$ cat config.mk
export PLATFORM = sky130hd
export DESIGN_NAME = intr_seq
export DESIGN_NICKNAME = d
export VERILOG_FILES = /design/src/rtl/intr_pkg.sv /design/src/rtl/intr_rst_sync.sv /design/src/rtl/intr_holdoff.sv /design/src/rtl/intr_fsm.sv /design/src/rtl/intr_seq.sv
export SDC_FILE = /design/constraint.sdc
export NUM_CORES = 1
export LEC_CHECK = 0
export ABC_AREA = 0
export BUFFER_PORTS_ARGS = -buffer_cell sky130_fd_sc_hd__buf_2
export CAP_MARGIN = 0
export CORE_UTILIZATION = 57
export DETAILED_ROUTE_END_ITERATION = 7
export PLACE_DENSITY = 0.87
export SLEW_MARGIN = 20
export SYNTH_ARGS = -nofsm -noshare
export SYNTH_HDL_FRONTEND = slang
export SYNTH_HIERARCHICAL = 1
export SYNTH_SLANG_ARGS = --single-unit
$ cat constraint.sdc
create_clock -name clk -period 8.6 [get_ports clk]
set_input_delay 1.29 -clock clk [delete_from_list [all_inputs] [get_ports clk]]
set_output_delay 1.29 -clock clk [all_outputs]
set_load 0.02 [all_outputs]
$ cat src/rtl/intr_pkg.sv
package intr_pkg;
  typedef enum logic [2:0] {
    S_IDLE, S_RD_CNT, S_RD_VEC, S_WR_CS, S_WR_IP, S_RD_IP, S_RD_CS, S_FIN
  } seq_state_t;

  typedef enum logic [1:0] {K_SW, K_KBD, K_RET} req_kind_t;
endpackage

$ cat src/rtl/intr_rst_sync.sv
module intr_rst_sync (
  input  logic clk,
  input  logic rst_n,
  output logic rst_n_sync
);
  logic [1:0] sync_q;

  always_ff @(posedge clk or negedge rst_n) begin
    if (!rst_n) sync_q <= 2'b00;
    else        sync_q <= {sync_q[0], 1'b1};
  end

  assign rst_n_sync = sync_q[1];
endmodule

$ cat src/rtl/intr_holdoff.sv
module intr_holdoff #(
  parameter int RELOAD = 10,
  localparam int CW = $clog2(RELOAD + 1)
) (
  input  logic clk,
  input  logic rst_n,
  input  logic dec,
  input  logic load,
  output logic ready
);
  logic [CW-1:0] cnt_q, cnt_d;
  logic          cnt_en;

  always_comb begin
    cnt_d  = cnt_q;
    cnt_en = 1'b0;
    if (load) begin
      cnt_d  = CW'(RELOAD);
      cnt_en = 1'b1;
    end else if (dec && cnt_q != '0) begin
      cnt_d  = cnt_q - CW'(1);
      cnt_en = 1'b1;
    end
  end

  always_ff @(posedge clk or negedge rst_n) begin
    if (!rst_n)      cnt_q <= '0;
    else if (cnt_en) cnt_q <= cnt_d;
  end

  assign ready = (cnt_q == '0);
endmodule

$ cat src/rtl/intr_fsm.sv
module intr_fsm
  import intr_pkg::*;
#(
  parameter int W       = 16,
  parameter int VEC_W   = 8,
  parameter int IEN_BIT = 2,
  parameter int ERR_BIT = 3
) (
  input  logic             clk,
  input  logic             rst_n,
  input  logic             ret_req,
  input  logic             sw_req,
  input  logic [VEC_W-1:0] sw_vec,
  input  logic             kbd_req,
  input  logic [W-1:0]     kbd_code,
  input  logic             ho_ready,
  input  logic [W-1:0]     tbl_base,
  input  logic [W-1:0]     cs_in,
  input  logic [W-1:0]     ip_in,
  input  logic [W-1:0]     sp_in,
  input  logic [W-1:0]     fl_in,
  output logic             mem_req,
  output logic             mem_we,
  output logic [W-1:0]     mem_addr,
  output logic [W-1:0]     mem_wdata,
  input  logic             mem_ack,
  input  logic [W-1:0]     mem_rdata,
  output logic             ho_load,
  output logic             busy,
  output logic             done,
  output logic             fault,
  output logic [W-1:0]     cs_out,
  output logic [W-1:0]     ip_out,
  output logic [W-1:0]     sp_out,
  output logic [W-1:0]     fl_out,
  output logic [W-1:0]     kbd_port
);
  localparam logic [W-1:0] STEP = W'(2);

  seq_state_t       st_q, st_d;
  req_kind_t        kind_q, kind_d;
  logic [VEC_W-1:0] vec_q, vec_d;
  logic [W-1:0]     cs_q, cs_d, ip_q, ip_d, sp_q, sp_d, fl_q, fl_d;
  logic [W-1:0]     hnd_q, hnd_d, key_q, key_d, kport_q, kport_d;
  logic             flt_q, flt_d;
  logic [W-1:0]     vec_ext, vec_off;

  assign vec_ext = {{(W-VEC_W){1'b0}}, vec_q};
  assign vec_off = {{(W-VEC_W-1){1'b0}}, vec_q, 1'b0};

  always_comb begin
    st_d = st_q;  kind_d = kind_q; vec_d = vec_q;
    cs_d = cs_q;  ip_d = ip_q; sp_d = sp_q; fl_d = fl_q;
    hnd_d = hnd_q; key_d = key_q; kport_d = kport_q; flt_d = flt_q;
    ho_load = 1'b0;
    unique case (st_q)
      S_IDLE: begin
        if (ret_req || sw_req || (kbd_req && ho_ready && fl_in[IEN_BIT])) begin
          cs_d = cs_in; ip_d = ip_in; sp_d = sp_in; fl_d = fl_in;
          flt_d = 1'b0;
        end
        if (ret_req) begin
          kind_d = K_RET;
          st_d   = S_RD_IP;
        end else if (sw_req) begin
          kind_d = K_SW;
          vec_d  = sw_vec;
          if (!fl_in[IEN_BIT]) begin
            fl_d[ERR_BIT] = 1'b1;
            flt_d         = 1'b1;
            st_d          = S_FIN;
          end else begin
            st_d = S_RD_CNT;
          end
        end else if (kbd_req && ho_ready && fl_in[IEN_BIT]) begin
          kind_d = K_KBD;
          vec_d  = '0;
          key_d  = kbd_code;
          st_d   = S_RD_CNT;
        end
      end
      S_RD_CNT: if (mem_ack) begin
        if (vec_ext >= mem_rdata) begin
          fl_d[ERR_BIT] = 1'b1;
          flt_d         = 1'b1;
          st_d          = S_FIN;
        end else begin
          st_d = S_RD_VEC;
        end
      end
      S_RD_VEC: if (mem_ack) begin
        hnd_d = mem_rdata;
        st_d  = S_WR_CS;
      end
      S_WR_CS: if (mem_ack) begin
        sp_d = sp_q + STEP;
        st_d = S_WR_IP;
      end
      S_WR_IP: if (mem_ack) begin
        sp_d = sp_q + STEP;
        cs_d = '0;
        ip_d = hnd_q;
        st_d = S_FIN;
        if (kind_q == K_KBD) begin
          kport_d = key_q;
          ho_load = 1'b1;
        end
      end
      S_RD_IP: if (mem_ack) begin
        ip_d = mem_rdata;
        sp_d = sp_q - STEP;
        st_d = S_RD_CS;
      end
      S_RD_CS: if (mem_ack) begin
        cs_d = mem_rdata;
        sp_d = sp_q - STEP;
        st_d = S_FIN;
      end
      S_FIN:   st_d = S_IDLE;
      default: st_d = S_IDLE;
    endcase
  end

  always_comb begin
    mem_req   = 1'b0;
    mem_we    = 1'b0;
    mem_addr  = '0;
    mem_wdata = '0;
    unique case (st_q)
      S_RD_CNT: begin mem_req = 1'b1; mem_addr = tbl_base; end
      S_RD_VEC: begin mem_req = 1'b1; mem_addr = tbl_base + vec_off + STEP; end
      S_WR_CS:  begin mem_req = 1'b1; mem_we = 1'b1; mem_addr = sp_q + STEP; mem_wdata = cs_q; end
      S_WR_IP:  begin mem_req = 1'b1; mem_we = 1'b1; mem_addr = sp_q + STEP; mem_wdata = ip_q; end
      S_RD_IP,
      S_RD_CS:  begin mem_req = 1'b1; mem_addr = sp_q; end
      default:  ;
    endcase
  end

  always_ff @(posedge clk or negedge rst_n) begin
    if (!rst_n) begin
      st_q <= S_IDLE; kind_q <= K_SW; vec_q <= '0;
      cs_q <= '0; ip_q <= '0; sp_q <= '0; fl_q <= '0;
      hnd_q <= '0; key_q <= '0; kport_q <= '0; flt_q <= 1'b0;
    end else begin
      st_q <= st_d; kind_q <= kind_d; vec_q <= vec_d;
      cs_q <= cs_d; ip_q <= ip_d; sp_q <= sp_d; fl_q <= fl_d;
      hnd_q <= hnd_d; key_q <= key_d; kport_q <= kport_d; flt_q <= flt_d;
    end
  end

  assign busy     = (st_q != S_IDLE) && (st_q != S_FIN);
  assign done     = (st_q == S_FIN);
  assign fault    = done && flt_q;
  assign cs_out   = cs_q;
  assign ip_out   = ip_q;
  assign sp_out   = sp_q;
  assign fl_out   = fl_q;
  assign kbd_port = kport_q;
endmodule

$ cat src/rtl/intr_seq.sv
module intr_seq #(
  parameter int W       = 16,
  parameter int VEC_W   = 8,
  parameter int IEN_BIT = 2,
  parameter int ERR_BIT = 3,
  parameter int HOLDOFF = 10
) (
  input  logic             clk,
  input  logic             rst_n,
  input  logic             ret_req,
  input  logic             sw_req,
  input  logic [VEC_W-1:0] sw_vec,
  input  logic             kbd_req,
  input  logic [W-1:0]     kbd_code,
  input  logic             retire,
  input  logic [W-1:0]     tbl_base,
  input  logic [W-1:0]     cs_in,
  input  logic [W-1:0]     ip_in,
  input  logic [W-1:0]     sp_in,
  input  logic [W-1:0]     fl_in,
  output logic             mem_req,
  output logic             mem_we,
  output logic [W-1:0]     mem_addr,
  output logic [W-1:0]     mem_wdata,
  input  logic             mem_ack,
  input  logic [W-1:0]     mem_rdata,
  output logic             busy,
  output logic             done,
  output logic             fault,
  output logic [W-1:0]     cs_out,
  output logic [W-1:0]     ip_out,
  output logic [W-1:0]     sp_out,
  output logic [W-1:0]     fl_out,
  output logic [W-1:0]     kbd_port
);
  logic rst_n_s, ho_ready, ho_load;

  intr_rst_sync u_rst (.clk(clk), .rst_n(rst_n), .rst_n_sync(rst_n_s));

  intr_holdoff #(.RELOAD(HOLDOFF)) u_hold (
    .clk(clk), .rst_n(rst_n_s), .dec(retire), .load(ho_load), .ready(ho_ready)
  );

  intr_fsm #(.W(W), .VEC_W(VEC_W), .IEN_BIT(IEN_BIT), .ERR_BIT(ERR_BIT)) u_fsm (
    .clk(clk), .rst_n(rst_n_s),
    .ret_req(ret_req), .sw_req(sw_req), .sw_vec(sw_vec),
    .kbd_req(kbd_req), .kbd_code(kbd_code), .ho_ready(ho_ready),
    .tbl_base(tbl_base), .cs_in(cs_in), .ip_in(ip_in), .sp_in(sp_in), .fl_in(fl_in),
    .mem_req(mem_req), .mem_we(mem_we), .mem_addr(mem_addr), .mem_wdata(mem_wdata),
    .mem_ack(mem_ack), .mem_rdata(mem_rdata), .ho_load(ho_load),
    .busy(busy), .done(done), .fault(fault),
    .cs_out(cs_out), .ip_out(ip_out), .sp_out(sp_out), .fl_out(fl_out),
    .kbd_port(kbd_port)
  );
endmodule

# --- Word level (Yosys, flattened, before mapping) ---
# Index checks and enable logic that the tools add are counted.
op_classes:
  add_sub_neg: 5
  multipliers: 0
  div_mod_pow: 0
  order_cmp: 1
  n_eq_ne: 21
  shifts: 0
  mux: 50
  n_bitwise: 2
  n_reduce_logical: 34
ops:
  columns: ["op", "count"]
  rows:
  - ["one-hot mux 16 bit (3 select lines)", 3]
  - ["2-to-1 mux 16 bit", 8]
  - ["one-hot mux 16 bit (4 select lines)", 1]
  - ["adder 16 x 2 -> 16 bit (second input constant)", 2]
  - ["one-hot mux 16 bit (2 select lines)", 1]
  - ["2-to-1 mux 3 bit", 10]
  - ["one-hot mux 3 bit (7 select lines)", 1]
  - ["adder 16 x 9 -> 16 bit", 1]
  - ["greater-or-equal comparator 8 x 16 -> 1 bit", 1]
  - ["2-to-1 mux 1 bit", 16]
  - ["2-to-1 mux 8 bit", 2]
  - ["AND reduction 4 bit", 4]
  - ["subtractor 16 x 2 -> 16 bit (second input constant)", 1]
  - ["nonzero test 3 bit", 5]
  - ["equality test 3 bit (second input constant)", 4]
  - ["2-to-1 mux 4 bit", 3]
  - ["inequality test 2 bit (second input constant)", 6]
  - ["inequality test 2 x 1 -> 1 bit (second input constant)", 5]
  - ["AND reduction 3 bit", 3]
  - ["AND reduction 2 bit", 4]
  - ["equality test 3 x 2 -> 1 bit (second input constant)", 2]
  - ["2-to-1 mux 2 bit", 3]
  - ["AND reduction 6 bit", 1]
  - ["nonzero test 2 bit", 3]
  - ["14 further kinds", 23]
word_totals:
  ff_bits: 132
  latchBits: 0
  mem_bits_rw: 0
  mem_bits_ro: 0
  input_bits: 127
  out_inout_bits: 117
  wordCells: 127
  memories: 0

# --- Longest topological paths before layout ---
logic_depth:
  word_depth: 9
  mapped_depth: 10
  ltp_nobuf: 10

# --- Hierarchy ---
# Netlist, hierarchy kept.
modules_own_cells:
  columns: ["module", "n_inst", "cells_per_inst", "area_each_um2", "seq_area_each_um2"]
  rows:
  - ["intr_fsm", 1, 827, 7808.7, 3153.0]
  - ["intr_holdoff", 1, 21, 219.0, 100.1]
  - ["intr_rst_sync", 1, 3, 53.8, 50.0]

# --- Least setup slack after synthesis ---
# Ideal clock, no wire load.
synth_timing:
  path_kind: "in2out"
  startpoint: "input tbl_base[2]"
  endpoint: "output mem_addr[12]"
  t_arrival_ns: 3.202
  t_required_ns: 7.310
  slack_ns: 4.108
  cell_stages: 8
  n_path_buf: 0
  path_cell_list: "ha_1 > ha_1 > fa_1 > nand3_1 > a211oi_1 > o211ai_1 > xor2_1 > o21ai_0"
synth_between:
  elab_chain_cells: 3
synth_lines:
  columns: ["element", "line", "source"]
  rows:
  - ["from (decl)", "intr_seq.sv:16", "input logic [W-1:0] tbl_base,"]
  - ["adder 16 x 9 -> 16 bit", "intr_fsm.sv:131", "S_RD_VEC: begin mem_req = 1'b1; mem_addr = tbl_base + vec_off + STEP; end"]
  - ["adder 16 x 2 -> 16 bit", "intr_fsm.sv:131", null]
  - ["one-hot mux 16 bit (4 select lines)", "intr_fsm.sv:129", "unique case (st_q)"]
  - ["to (decl)", "intr_seq.sv:23", "output logic [W-1:0] mem_addr,"]
# No other way between the ends.

# --- Worst setup path in the final report ---
layout_timing:
  startpoint: "register u_fsm.st_q[2]"
  endpoint: "output mem_addr[3]"
layout_between:
  elab_chain_cells: 3
  word_cells_on_any_way: 9
  classes_between: "eq/ne: 6; mux: 1; reduce/logical: 2"
layout_lines:
  columns: ["element", "line", "source"]
  rows:
  - ["from (decl)", "intr_fsm.sv:40", "seq_state_t st_q, st_d;"]
  - ["from (signal assigned)", "intr_fsm.sv:146", "st_q <= st_d; kind_q <= kind_d; vec_q <= vec_d;"]
  - ["equality test 3 bit / equality test 3 x 2 -> 1 bit (equally long branches)", "intr_fsm.sv:129", null]
  - ["OR reduction 2 bit (no source line)", null, null]
  - ["one-hot mux 16 bit (4 select lines) (*)", "intr_fsm.sv:129", null]
# Mark *: on every way between the ends. The rest lies on a longest branch, timed or not.

==> results.json <==
{
  "hold_path_class": "reg2async",
  "yosys_warnings": 6,
  "maxSlewViolCount": 0,
  "power.density_mw_per_mm2": 416,
  "hold_buffers": 0,
  "initial_core_util": 0.582,
  "clock_latency_ns": 0.42,
  "startpoint_type": "register",
  "vdd_drop_max_v": 0.000266,
  "grt_pass1_wl_mm": 37.4,
  "cts-root-buf": "clkbuf_16",
  "synth_area_mm2": 0.00808,
  "tightest_slew_ns": 1.06,
  "syn_nets": 1006,
  "critPathTopFamily": "simple AND/OR/NAND/NOR gates",
  "clock_path_buffers": 2,
  "die_area_mm2": 0.0147,
  "clkTransAtPathRegs_ns": 0.06,
  "rows": 43,
  "max_freq_mhz": 208,
  "drc": 0,
  "async_flop_share": 1.00,
  "worstPathCellList": "buf_4 > and3b_1 > nor2_2 > inv_1 > a21oi_1 > a31oi_1 > a221o_1 > buf_2",
  "drt-initial-drc-count": 883,
  "synth-main-ff-cell": "dfrtp_1",
  "dpl-instance-area_mm2": 0.00934,
  "cts_resized": 0,
  "arrival_ns": 3.52,
  "synth_xor_area_frac": 0.0238,
  "seq_area_frac_synth": 0.409,
  "cp-end-kind": "primary output",
  "grt_pass1_vias": 7285,
  "synth_fa_ha_area_frac": 0.0443,
  "cts_tree": "yes",
  "ys_types": 64,
  "firstDrtPassIters": 8,
  "io_buffers": 243,
  "required_ns": 7.31,
  "antenna_left": 0,
  "ys_seq_elements": 132,
  "p_leak_nw": 4.91,
  "avgSynthCellArea_um2": 9.50,
  "num_vias": 7878,
  "power_w": 0.00414,
  "die_w_um": 121,
  "setup_viol": 0,
  "slew-limit-headroom": 0.288,
  "fin_crit_ns": 4.81,
  "synth_cells": 851,
  "die_y_um": 121,
  "worstPathMaxFanout": 42,
  "cts_max_level": 4,
  "status": "completed",
  "finalCritPeriodShare": 0.559,
  "rsz0062_at_grt": "no",
  "finalSetupTns_ns": 0,
  "synth_simple_gate_area_frac": 0.138,
  "crit_buf_inv": 3,
  "slowest_stage": "nor2_2",
  "final_cell_mix": "243 x buf_2, 130 x dfrtp_1, 70 x mux2_2",
  "routed_wl_mm": 24.0,
  "core_mm2": 0.0139,
  "grt_max_degree": 79,
  "drive_above_1_share": 0.344,
  "cts_setup_buffers": 0,
  "track_usage": 0.331,
  "synth_top_family_by_area": "compound AO/OA/AOI/OAI gates",
  "synth_compound_area_frac": 0.212,
  "cts_num_sinks": 132,
  "antenna_found_initial": 0,
  "fin_nets": 1215,
  "wl_per_cell_um": 19.2,
  "finalClockSkew_ns": 0.0149,
  "grt_overflow": 0,
  "top_level_ports": 244,
  "critical_path_class": "reg2out",
  "detailed_place_hpwl_mm": 17.5,
  "synth.area.mux_share": 0.127,
  "drv_cap": 0,
  "layout_commonest_cell": "buf_2",
  "hold_viol": 0,
  "gp_congestion": 1.01,
  "fin_util": 0.718,
  "via_per_inst": 6.28,
  "area_delta_synth_final_pct": 23.4,
  "synth_edf_count": 0,
  "slowest_delay_ns": 0.70,
  "design_area_mm2": 0.00997,
  "cts_made_buffers": 17
}
[per-layer routing]
| layer | vias to the layer above | track usage | share of wire |
|---|---|---|---|
| li1 | 3578 | - | - |
| met1 | 3734 | 0.465 | 0.42 |
| met2 | 493 | 0.490 | 0.45 |
| met3 | 73 | 0.0681 | 0.095 |
| met4 | 0 | 0.156 | 0.037 |
| met5 | - | 0 | 0 |
[cell families after synthesis]
logic type | Yosys count
compound gates | 260
simple gates | 224
flops | 132
mux | 94
buf+inv | 90
fa+ha+maj | 28
xor+xnor | 22
other cells | 1
[path summary, 6_finish.rpt]
kind	startpoint	end	cells past startpoint	slack, ns
max	u_fsm/st_q[2]	mem_addr[3]	8	3.79
min	u_rst/sync_q[1]	u_fsm/fl_out[8]	0	0.36
max reg2reg	u_fsm/st_q[2]	u_fsm/sp_out[14]	6	5.49
min reg2reg	u_rst/sync_q[1]	u_fsm/fl_out[8]	0	0.36
max in group asynchronous	u_rst/sync_q[1]	u_fsm/st_q[0]	2	7.11
min in group clk	u_rst/sync_q[0]	u_rst/sync_q[1]	0	0.37
[area by class of cell]
class	count	area, µm²
clock buffer	20	457
multi-input combinational	629	4420
sequential	132	3310
tap	180	225
fill	1081	3910
antenna	1	2.50
inverter	25	93.8
timing repair buffer	255	1330
clock inverter	12	141
[cell usage after synthesis, drive strengths merged, types with 7 or more instances]
master | n | area share
a221oi | 7 | 0.0076
o221ai | 11 | 0.013
o211ai | 10 | 0.0093
o21ai | 64 | 0.040
nand3 | 15 | 0.0093
buf | 27 | 0.016
nor3 | 19 | 0.012
mux2i | 24 | 0.030
clkbuf | 38 | 0.018
ha | 27 | 0.042
a31oi | 12 | 0.0093
a32oi | 7 | 0.0076
mux2 | 70 | 0.098
dfrtp | 132 | 0.41
a21o | 8 | 0.0074
xnor2 | 9 | 0.0098
a21oi | 66 | 0.041
a22o | 28 | 0.030
nand2 | 61 | 0.028
nor2 | 66 | 0.031
inv | 25 | 0.012
and3 | 14 | 0.011
a211oi | 9 | 0.0084
nor4 | 7 | 0.0054
xor2 | 13 | 0.014
[where the power goes]
part           internal [W]  total, W  switching (W)
Clock              0.000449  0.000743       0.000294
Sequential         0.000867   0.00114       0.000271
Combinational      0.000846   0.00226        0.00142
[state kept, by name, indices dropped and copies added (netlist names)]
register	flops
u_fsm/fl_out	16
u_fsm/kbd_port	16
u_rst/sync_q	2
u_hold/cnt_q	4
u_fsm/hnd_q	16
u_fsm/cs_out	16
u_fsm/st_q	3
u_fsm/ip_out	16
u_fsm/sp_out	16
u_fsm/flt_q	1
u_fsm/vec_q	8
u_fsm/kind_q	2
u_fsm/key_q	16
[worst register-to-register path: stages, from the launching register on]
cell	delay [ns]
dfrtp_1	0.37
buf_4	0.27
and3b_1	0.85
o21ai_0	0.42
nand2_1	0.50
o21ai_0	0.19
a221o_1	0.37
[stage by stage]
step                cells  hold slack, ns  worst slack (ns)
floorplan             851           0.331              4.11
global placement     1220           0.334              3.97
detailed placement   1220           0.345              3.93
CTS                  1252           0.359              3.49
global route         1253           0.382              3.55
finish               1254           0.364              3.79
No activity file was read; power rests on OpenSTA's default activity.
